===== config.mk =====
export PLATFORM = sky130hd
export DESIGN_NAME = canid_accept_filter
export DESIGN_NICKNAME = d
export VERILOG_FILES = /design/src/rtl/can_filt_pkg.sv /design/src/rtl/canid_match.sv /design/src/rtl/canid_regs.sv /design/src/rtl/canid_status.sv /design/src/rtl/canid_accept_filter.sv
export SDC_FILE = /design/constraint.sdc
export NUM_CORES = 1
export LEC_CHECK = 0
export ABC_CLOCK_PERIOD_IN_PS = 2350
export BUFFER_PORTS_ARGS = -buffer_cell sky130_fd_sc_hd__buf_2
export CAP_MARGIN = 10
export CORE_UTILIZATION = 61
export CTS_CLUSTER_DIAMETER = 100
export DETAILED_ROUTE_END_ITERATION = 8
export PLACE_DENSITY_LB_ADDON = 0.15
export SYNTH_ARGS = -nofsm -noshare
export SYNTH_HDL_FRONTEND = slang
export SYNTH_HIERARCHICAL = 1
export SYNTH_SLANG_ARGS = --single-unit

===== constraint.sdc =====
create_clock -name clk -period 2.35 [get_ports clk]
set_input_delay 0.235 -clock clk [delete_from_list [all_inputs] [get_ports clk]]
set_output_delay 0.235 -clock clk [all_outputs]
set_load 0.01 [all_outputs]

===== src/rtl/can_filt_pkg.sv =====
package can_filt_pkg;
   localparam int unsigned CF_BYTE_W = 8;
   localparam int unsigned CF_HIT_W  = 3;

   typedef enum logic [1:0] {
      FMODE_DUAL32 = 2'b00,
      FMODE_QUAD16 = 2'b01,
      FMODE_OCT8   = 2'b10,
      FMODE_CLOSED = 2'b11
   } fmode_e;

   typedef struct packed {
      logic                full;
      logic                ovr;
      logic [CF_HIT_W-1:0] hit;
   } rxstat_t;
endpackage


===== src/rtl/canid_match.sv =====
module canid_match #(
   parameter int unsigned ID_W = 32
) (
   input  logic [ID_W-1:0] id_img,
   input  logic [ID_W-1:0] code,
   input  logic [ID_W-1:0] mask,
   output logic            match
);
   // Bits that differ and are not masked out make the filter miss.
   logic [ID_W-1:0] diff;
   assign diff  = (id_img ^ code) & ~mask;
   assign match = (diff == '0);
endmodule


===== src/rtl/canid_regs.sv =====
module canid_regs
   import can_filt_pkg::*;
#(
   parameter int unsigned NBYTES    = 8,
   parameter int unsigned ADDR_W    = 5,
   parameter int unsigned MASK_BASE = 8,
   parameter int unsigned CTRL_ADDR = 16,
   parameter int unsigned STAT_ADDR = 17
) (
   input  logic                        clk,
   input  logic                        rst_n,
   input  logic                        wen,
   input  logic [ADDR_W-1:0]           addr,
   input  logic [CF_BYTE_W-1:0]        wdata,
   output logic [NBYTES*CF_BYTE_W-1:0] code_flat,
   output logic [NBYTES*CF_BYTE_W-1:0] mask_flat,
   output fmode_e                      mode,
   output logic                        clr_full,
   output logic                        clr_ovr
);
   localparam int unsigned FLAT_W = NBYTES * CF_BYTE_W;

   for (genvar i = 0; i < NBYTES; i++) begin : g_byte
      logic [CF_BYTE_W-1:0] code_q, mask_q;
      always_ff @(posedge clk or negedge rst_n) begin
         if (!rst_n) begin
            code_q <= '0;
            mask_q <= '0;
         end else if (wen) begin
            if (addr == ADDR_W'(i))             code_q <= wdata;
            if (addr == ADDR_W'(MASK_BASE + i)) mask_q <= wdata;
         end
      end
      // byte 0 sits in the most significant position
      assign code_flat[FLAT_W-1-i*CF_BYTE_W -: CF_BYTE_W] = code_q;
      assign mask_flat[FLAT_W-1-i*CF_BYTE_W -: CF_BYTE_W] = mask_q;
   end

   always_ff @(posedge clk or negedge rst_n) begin
      if (!rst_n)                                 mode <= FMODE_DUAL32;
      else if (wen && addr == ADDR_W'(CTRL_ADDR)) mode <= fmode_e'(wdata[1:0]);
   end

   assign clr_full = wen && (addr == ADDR_W'(STAT_ADDR)) && wdata[0];
   assign clr_ovr  = wen && (addr == ADDR_W'(STAT_ADDR)) && wdata[1];
endmodule


===== src/rtl/canid_status.sv =====
module canid_status
   import can_filt_pkg::*;
#(
   parameter int unsigned NUM_FILT = 2
) (
   input  logic                clk,
   input  logic                rst_n,
   input  logic                frame_done,
   input  logic                mode_ok,
   input  logic [NUM_FILT-1:0] hits,
   input  logic                clr_full,
   input  logic                clr_ovr,
   output rxstat_t             stat
);
   logic [CF_HIT_W-1:0] win_idx;
   logic                any_hit, accept, full_eff;

   // Lowest filter index wins.
   always_comb begin
      win_idx = '0;
      for (int k = NUM_FILT - 1; k >= 0; k--)
         if (hits[k]) win_idx = CF_HIT_W'(k);
   end

   assign any_hit  = |hits;
   assign accept   = frame_done && mode_ok && any_hit;
   assign full_eff = stat.full && !clr_full;

   always_ff @(posedge clk or negedge rst_n) begin
      if (!rst_n) begin
         stat <= '0;
      end else begin
         stat.full <= full_eff || accept;
         stat.ovr  <= (stat.ovr && !clr_ovr) || (accept && full_eff);
         if (accept && !full_eff) stat.hit <= win_idx;
      end
   end
endmodule


===== src/rtl/canid_accept_filter.sv =====
module canid_accept_filter
   import can_filt_pkg::*;
#(
   parameter int unsigned NUM_FILT = 2,
   parameter int unsigned ID_BYTES = 4,
   parameter int unsigned ADDR_W   = 5
) (
   input  logic                 clk,
   input  logic                 rst_n,
   input  logic                 reg_wen,
   input  logic [ADDR_W-1:0]    reg_addr,
   input  logic [7:0]           reg_wdata,
   output logic [7:0]           reg_rdata,
   input  logic                 frame_done,
   input  logic [ID_BYTES*8-1:0] frame_id,
   output logic                 rx_full,
   output logic                 overrun,
   output logic [2:0]           hit_idx
);
   localparam int unsigned ID_W      = ID_BYTES * CF_BYTE_W;
   localparam int unsigned NBYTES    = NUM_FILT * ID_BYTES;
   localparam int unsigned MASK_BASE = NBYTES;
   localparam int unsigned CTRL_ADDR = 2 * NBYTES;
   localparam int unsigned STAT_ADDR = CTRL_ADDR + 1;
   localparam int unsigned FLAT_W    = NBYTES * CF_BYTE_W;

   if (NUM_FILT < 1 || NUM_FILT > (1 << CF_HIT_W)) begin : g_bad_filt
      $error("NUM_FILT out of range for the hit field");
   end
   if (STAT_ADDR >= (1 << ADDR_W)) begin : g_bad_addr
      $error("ADDR_W too narrow for the register map");
   end

   logic [FLAT_W-1:0]   code_flat, mask_flat;
   fmode_e              mode;
   logic                clr_full, clr_ovr, mode_ok;
   logic [NUM_FILT-1:0] hits;
   rxstat_t             stat;

   canid_regs #(
      .NBYTES(NBYTES), .ADDR_W(ADDR_W), .MASK_BASE(MASK_BASE),
      .CTRL_ADDR(CTRL_ADDR), .STAT_ADDR(STAT_ADDR)
   ) u_regs (
      .clk(clk), .rst_n(rst_n), .wen(reg_wen), .addr(reg_addr), .wdata(reg_wdata),
      .code_flat(code_flat), .mask_flat(mask_flat), .mode(mode),
      .clr_full(clr_full), .clr_ovr(clr_ovr)
   );

   for (genvar k = 0; k < NUM_FILT; k++) begin : g_filt
      canid_match #(.ID_W(ID_W)) u_match (
         .id_img(frame_id),
         .code  (code_flat[FLAT_W-1-k*ID_W -: ID_W]),
         .mask  (mask_flat[FLAT_W-1-k*ID_W -: ID_W]),
         .match (hits[k])
      );
   end

   assign mode_ok = (mode == FMODE_DUAL32);

   canid_status #(.NUM_FILT(NUM_FILT)) u_stat (
      .clk(clk), .rst_n(rst_n), .frame_done(frame_done), .mode_ok(mode_ok),
      .hits(hits), .clr_full(clr_full), .clr_ovr(clr_ovr), .stat(stat)
   );

   assign rx_full = stat.full;
   assign overrun = stat.ovr;
   assign hit_idx = stat.hit;

   always_comb begin
      reg_rdata = '0;
      for (int i = 0; i < NBYTES; i++) begin
         if (reg_addr == ADDR_W'(i))
            reg_rdata = code_flat[FLAT_W-1-i*CF_BYTE_W -: CF_BYTE_W];
         if (reg_addr == ADDR_W'(MASK_BASE + i))
            reg_rdata = mask_flat[FLAT_W-1-i*CF_BYTE_W -: CF_BYTE_W];
      end
      if (reg_addr == ADDR_W'(CTRL_ADDR)) reg_rdata = {1'b0, stat.hit, 2'b00, mode};
      if (reg_addr == ADDR_W'(STAT_ADDR)) reg_rdata = {6'b0, stat.ovr, stat.full};
   end
endmodule


* Word level (Yosys, flattened, before mapping)
Index checks and enable logic that the tools add are counted.
** Operators by class
- Add/subtract/negate cells :: 0
- $mul :: 0
- Div/mod/pow operators :: 0
- Magnitude comparators :: 0
- Eq/ne operators :: 17
- Shift-type cells :: 0
- Multiplexer cells :: 20
- Bitwise logic cells :: 6
- Reductions and logical operators :: 36
** Operators with widths (count)
- two-way mux 8 bit :: 18
- bitwise AND 32 bit :: 2
- logical NOT 32 bit :: 2
- inverter 32 bit :: 2
- XOR 32 bit :: 2
- equality test 5 x 4 -> 1 bit (second input constant) :: 8
- AND reduction 2 bit :: 16
- equality test 5 x 3 -> 1 bit (second input constant) :: 4
- equality test 5 x 2 -> 1 bit (second input constant) :: 2
- equality test 5 bit (second input constant) :: 2
- logical AND 1 bit :: 10
- equality test 5 x 1 -> 1 bit (second input constant) :: 1
- logical NOT 5 bit :: 1
- logical NOT 1 bit :: 3
- two-way mux 3 bit :: 1
- logical NOT 2 bit :: 1
- logical OR 1 bit :: 2
- OR reduction 2 bit :: 1
- two-way mux 1 bit :: 1
** Word-level totals
- Flip-flop bits (word level) :: 135
- Bits in latches :: 0
- Bits in writable memories :: 0
- Memory bits (read-only) :: 0
- Input bits :: 49
- Logic and storage cells :: 99
- Memories :: 0

* Depth between registers and ports, before layout
- Depth after elaboration :: 19
- Gate-level depth with buffers :: 8
- Depth with buffers taken out :: 6

* Modules after synthesis
Netlist, hierarchy kept.
** Modules (own cells, without submodules)
- canid_regs :: times used 1, cells each 301, area each 5017.3 sq um, seq. area each 3253.1 sq um
- canid_accept_filter :: times used 1, cells each 267, area each 1699.1 sq um, seq. area each 0.0 sq um
- canid_match :: times used 2, cells each 53, area each 414.1 sq um, seq. area each 0.0 sq um
- canid_status :: times used 1, cells each 13, area each 153.9 sq um, seq. area each 75.1 sq um

* Worst setup path before layout
OpenSTA, ideal clock, no wires.
- Path type :: input to output
- Start :: in reg_addr[3]
- End :: out reg_rdata[7]
- Data arrival time :: 1.689 ns
- Path slack :: 0.426 ns
- Stages :: 6
- Path buffers :: 2
- Cells stage by stage :: buf_2 -> buf_2 -> nor4_1 -> or4_1 -> a311o_1 -> a21oi_1
** Between the ends
- Word-level cells in the longest chain between the ends :: 19
** RTL lines
- from (decl) :: line canid_accept_filter.sv:11 : input logic [ADDR_W-1:0] reg_addr,
- logical NOT 5 bit :: line canid_accept_filter.sv:72 : if (reg_addr == ADDR_W'(i))
- two-way mux 8 bit :: line canid_accept_filter.sv:72
- two-way mux 8 bit :: line canid_accept_filter.sv:74 : if (reg_addr == ADDR_W'(MASK_BASE + i))
- two-way mux 8 bit :: line canid_accept_filter.sv:72
- two-way mux 8 bit :: line canid_accept_filter.sv:74
- two-way mux 8 bit :: line canid_accept_filter.sv:72
- two-way mux 8 bit :: line canid_accept_filter.sv:74
- two-way mux 8 bit :: line canid_accept_filter.sv:72
- (+3 left out)
- two-way mux 8 bit :: line canid_accept_filter.sv:72
- two-way mux 8 bit :: line canid_accept_filter.sv:74
- two-way mux 8 bit :: line canid_accept_filter.sv:72
- two-way mux 8 bit :: line canid_accept_filter.sv:74
- two-way mux 8 bit :: line canid_accept_filter.sv:72
- two-way mux 8 bit :: line canid_accept_filter.sv:74
- two-way mux 8 bit :: line canid_accept_filter.sv:77 : if (reg_addr == ADDR_W'(CTRL_ADDR)) reg_rdata = {1'b0, stat.hit, 2'b00, mode};
- two-way mux 8 bit * :: line canid_accept_filter.sv:78 : if (reg_addr == ADDR_W'(STAT_ADDR)) reg_rdata = {6'b0, stat.ovr, stat.full};
- to (decl) :: line canid_accept_filter.sv:13 : output logic [7:0] reg_rdata,
Every way passes the cells marked *; elsewhere a longest branch is shown, timed or not.

* Worst setup path after layout
- Start :: reg u_regs.g_byte[2].code_q[5]
- End :: out reg_rdata[5]
** Between the ends
- Word-level cells in the longest chain between the ends :: 14
** RTL lines
- from (decl) :: line canid_regs.sv:24 : logic [CF_BYTE_W-1:0] code_q, mask_q;
- from (signal assigned) :: line canid_regs.sv:30 : if (addr == ADDR_W'(i)) code_q <= wdata;
- two-way mux 8 bit :: line canid_accept_filter.sv:72
- two-way mux 8 bit :: line canid_accept_filter.sv:74
- two-way mux 8 bit :: line canid_accept_filter.sv:72
- two-way mux 8 bit :: line canid_accept_filter.sv:74
- two-way mux 8 bit :: line canid_accept_filter.sv:72
- two-way mux 8 bit :: line canid_accept_filter.sv:74
- two-way mux 8 bit :: line canid_accept_filter.sv:72
- two-way mux 8 bit :: line canid_accept_filter.sv:74
- two-way mux 8 bit :: line canid_accept_filter.sv:72
- two-way mux 8 bit :: line canid_accept_filter.sv:74
- two-way mux 8 bit :: line canid_accept_filter.sv:72
- two-way mux 8 bit :: line canid_accept_filter.sv:74
- two-way mux 8 bit :: line canid_accept_filter.sv:77
- two-way mux 8 bit :: line canid_accept_filter.sv:78
Every way passes these cells.

==> results.toml <==
[outcome]
status = "complete, but fails checks"
violations = "setup timing"

[logic_synthesis]
ys_ff_latch = 133
ys_types = 77
ys.flop_type = "dfrtp_1"
syn_inst = 687
syn_area_sq_um = 7700
synth_edf_count = 0
synth_area_leaders = "dfrtp_1 43%, mux2_2 19%, xnor2_1 7.3%, o22ai_1 3.2%, a21oi_1 2.0%"
synth-async-reset-ratio_pct = 100
synth_top_area_share_pct = 43.2
avgSynthCellArea_sq_um = 11.2
yosysSeqAreaShare_pct = 43.2
synth_top_area_cell = "dfrtp_1"
yosysWarnings = 6

[setup_path]
crit_fanout = 2
r2r_cells = 6
cp.arrival_ns = 2.28
path_buf_inv = 1
reg2reg_slack_ns = 0.08
r2r-end = "u_stat/stat[3]"
max_stage_delay_ns = 0.42
crit_path_start = "u_regs/g_byte[2].code_q[5]"
required_ns = 2.12
cp-endpoint = "reg_rdata[5]"
path_cells = "nor4bb_1, a311o_1, a221o_1, a2111oi_4, nor3_1, buf_2"
crit_slowest_cell = "dfrtp_1"
crit_cells = 6
startpoint_type = "flop"
worstSetupPathType = "reg2out"
cp-end-kind = "output port"
crit_family = "compound AO/OA/AOI/OAI gates"
timing.rr.start = "u_regs/g_byte[1].code_q[7]"

[timing]
worst_slew_pin_slew_ns = 0.795
max_freq_mhz = 397
fin_crit_ns = 2.52
max-slew-margin-rel_pct = 47.0
hold_violations = 0
period_share_pct = 107
grt_setup_unrepaired = "true"
setup_viol_count_final = 1
fin_worst_skew_ns = 0.00536
setup_slack_ns = -0.169
slew_viol_final = 0

[power]
p_leak_nw = 4.05
vdd_drop_max_v = 0.000714
p_per_area_nw_per_um2 = 824

[grt]
gr-usage-met3_pct = 15.0
antenna_found_initial = 0
grt_use_total_pct = 48.0
grt_pass1_wl_mm = 44.1
gr-total-overflow = 0
top_usage_layer = "met2"
grt_pass1_vias = 7038
grt_use_met1_pct = 61.9
grt_max_degree = 63
met2_usage_pct = 72.2

[final_layout]
nNetsFinal = 858
final_common_cell = "dfrtp_1"
antenna_cells = 0
fillCellCount = 791
fin_area_sq_um = 9310
fin_cells = 990
area_growth_pct = 20.9
final_layout_size_suffix_gt1_share_pct = 39.7
final_cell_mix = "132 x dfrtp_1, 127 x mux2_2, 79 x buf_4, 64 x xnor2_1, 56 x buf_2"

[floorplan]
rows = 40
die-area_sq_um = 13100
dieHeight_um = 114
fp.dieW_um = 114
io-pin-count = 62
start_util_pct = 63.3
coreArea_sq_um = 12200

[clocking]
clockBufferDepth = 2
clk_latency_ns = 0.43
clkSlewWorstSetupHoldPaths_ns = 0.06
clkSinkCount = 133
tritoncts = "yes"
ctsHtreeMaxLevel = 4
cts-root-buf = "clkbuf_16"
numCtsBuffers = 17

[routing]
routed_via_density = 7.03
vias = 6957
drt-initial-drc-count = 978
first_pass_iters = 5
ant_nets = 0
wl_per_cell_um = 30.4
drc = 0
finalWirelength_mm = 30.0

[placement]
io_buffers = 59
dp.cells = 954
dp_hpwl_mm = 22.2
place_congestion = 1.11
pre_cts_ws_ns = 0.00504
post_dp_cell_area_sq_um = 8650

[hold_path]
min_path_cells = 2
worstHoldPathType = "in2reg"

[flow_run]
maxCapViolations = 0
==> per-layer routing <==
layer  routed length (um)  vias up
met5                    0        -
met4                 1820        0
met3                 3720      133
met2                13100      555
met1                11400     3445
li1                     -     2824
==> layout make-up <==
type / instances / area, sq um / share of cell area, %
Timing Repair Buffer: 142 / 970 / 10.4
Tap cell: 168 / 210 / 2.26
Multi-Input combinational cell: 509 / 4190 / 45.0
Inverter: 6 / 22.5 / 0.242
Clock buffer: 20 / 437 / 4.69
Sequential cell: 133 / 3330 / 35.8
Clock inverter: 12 / 155 / 1.67
==> sequential cells by signal, summed over array words and instances (netlist names) <==
register and cells:
u_regs/mode 2, u_regs/g_byte.mask_q 64, u_regs/g_byte.code_q 64, u_stat/stat 3
==> Yosys cell counts (3+ instances only) <==
library cell / number
nor4_1: 12
o32a_1: 5
mux2_4: 8
xnor2_1: 64
and2_1: 3
nor2_1: 31
o2bb2ai_1: 3
a31oi_1: 5
o21ai_0: 14
or3_1: 3
nor3_1: 13
a2bb2oi_1: 4
a22oi_1: 3
o2111a_1: 3
and4_1: 3
a22o_1: 3
nor2b_1: 10
or3b_1: 3
clkbuf_1: 18
buf_2: 16
a32oi_1: 4
nor3b_1: 4
nand2_1: 27
dfrtp_1: 133
a311o_1: 3
buf_4: 4
o22ai_1: 39
nand2b_1: 11
mux2i_1: 3
mux2_2: 127
nand3_1: 5
o211ai_1: 6
a32o_1: 4
inv_1: 4
a211oi_1: 8
a21oi_1: 31
==> kinds of logic after synthesis <==
family,count (synthesis),synth area share [%]
AO/OA/AOI/OAI,155,14.2
AND/OR/NAND/NOR,148,11.3
multiplexers,140,21.1
flip-flops,133,43.2
XOR/XNOR,64,7.28
buffers and inverters,46,2.81
other,1,0.0487
==> worst min path at each step <==
| stage | slack, ns | end | startpoint |
|---|---|---|---|
| 6_report | 0.11 | u_stat/stat[0] | frame_done |
| 5_1_grt | 0.11 | u_stat/stat[0] | frame_done |
| 4_1_cts | 0.10 | u_stat/stat[0] | frame_done |
| 3_5_place_dp | 0.24 | u_regs/g_byte[3].code_q[7] | rst_n |
| 3_3_place_gp | 0.23 | u_regs/g_byte[7].code_q[5] | rst_n |
| 2_1_floorplan | -0.06 | u_regs/g_byte[0].code_q[0] | rst_n |
==> report_power, final <==
part | leakage (nW) | switching (mW) | internal, mW
sequential | 1.70 | 0.562 | 2.73
combinational | 2.07 | 0.821 | 0.864
clock | 0.284 | 1.03 | 1.67
total | 4.05 | 2.41 | 5.26
==> through the flow <==
step | hold slack, ns | TNS (ns) | util, % | total power, mW
2_1_floorplan | -0.0606 | 0 | - | 4.12
3_3_place_gp | 0.231 | 0 | 71.1 | 4.79
3_5_place_dp | 0.242 | 0 | 71.1 | 4.88
4_1_cts | 0.105 | -0.156 | 76.3 | 7.58
5_1_grt | 0.114 | -0.234 | 76.6 | 7.86
6_report | 0.111 | -0.169 | 76.6 | 7.68
==> what timing repair did <==
| action | CTS | global route |
|---|---|---|
| setup endpoints to repair | 2 | 6 |
| hold buffers | 1 | 0 |
| buffers inserted | 1 | 2 |
| gates resized for setup | 3 | 5 |
| hold endpoints to repair | 59 | 0 |
| pin swaps | 2 | 0 |
(Power assumes the default switching activity.)
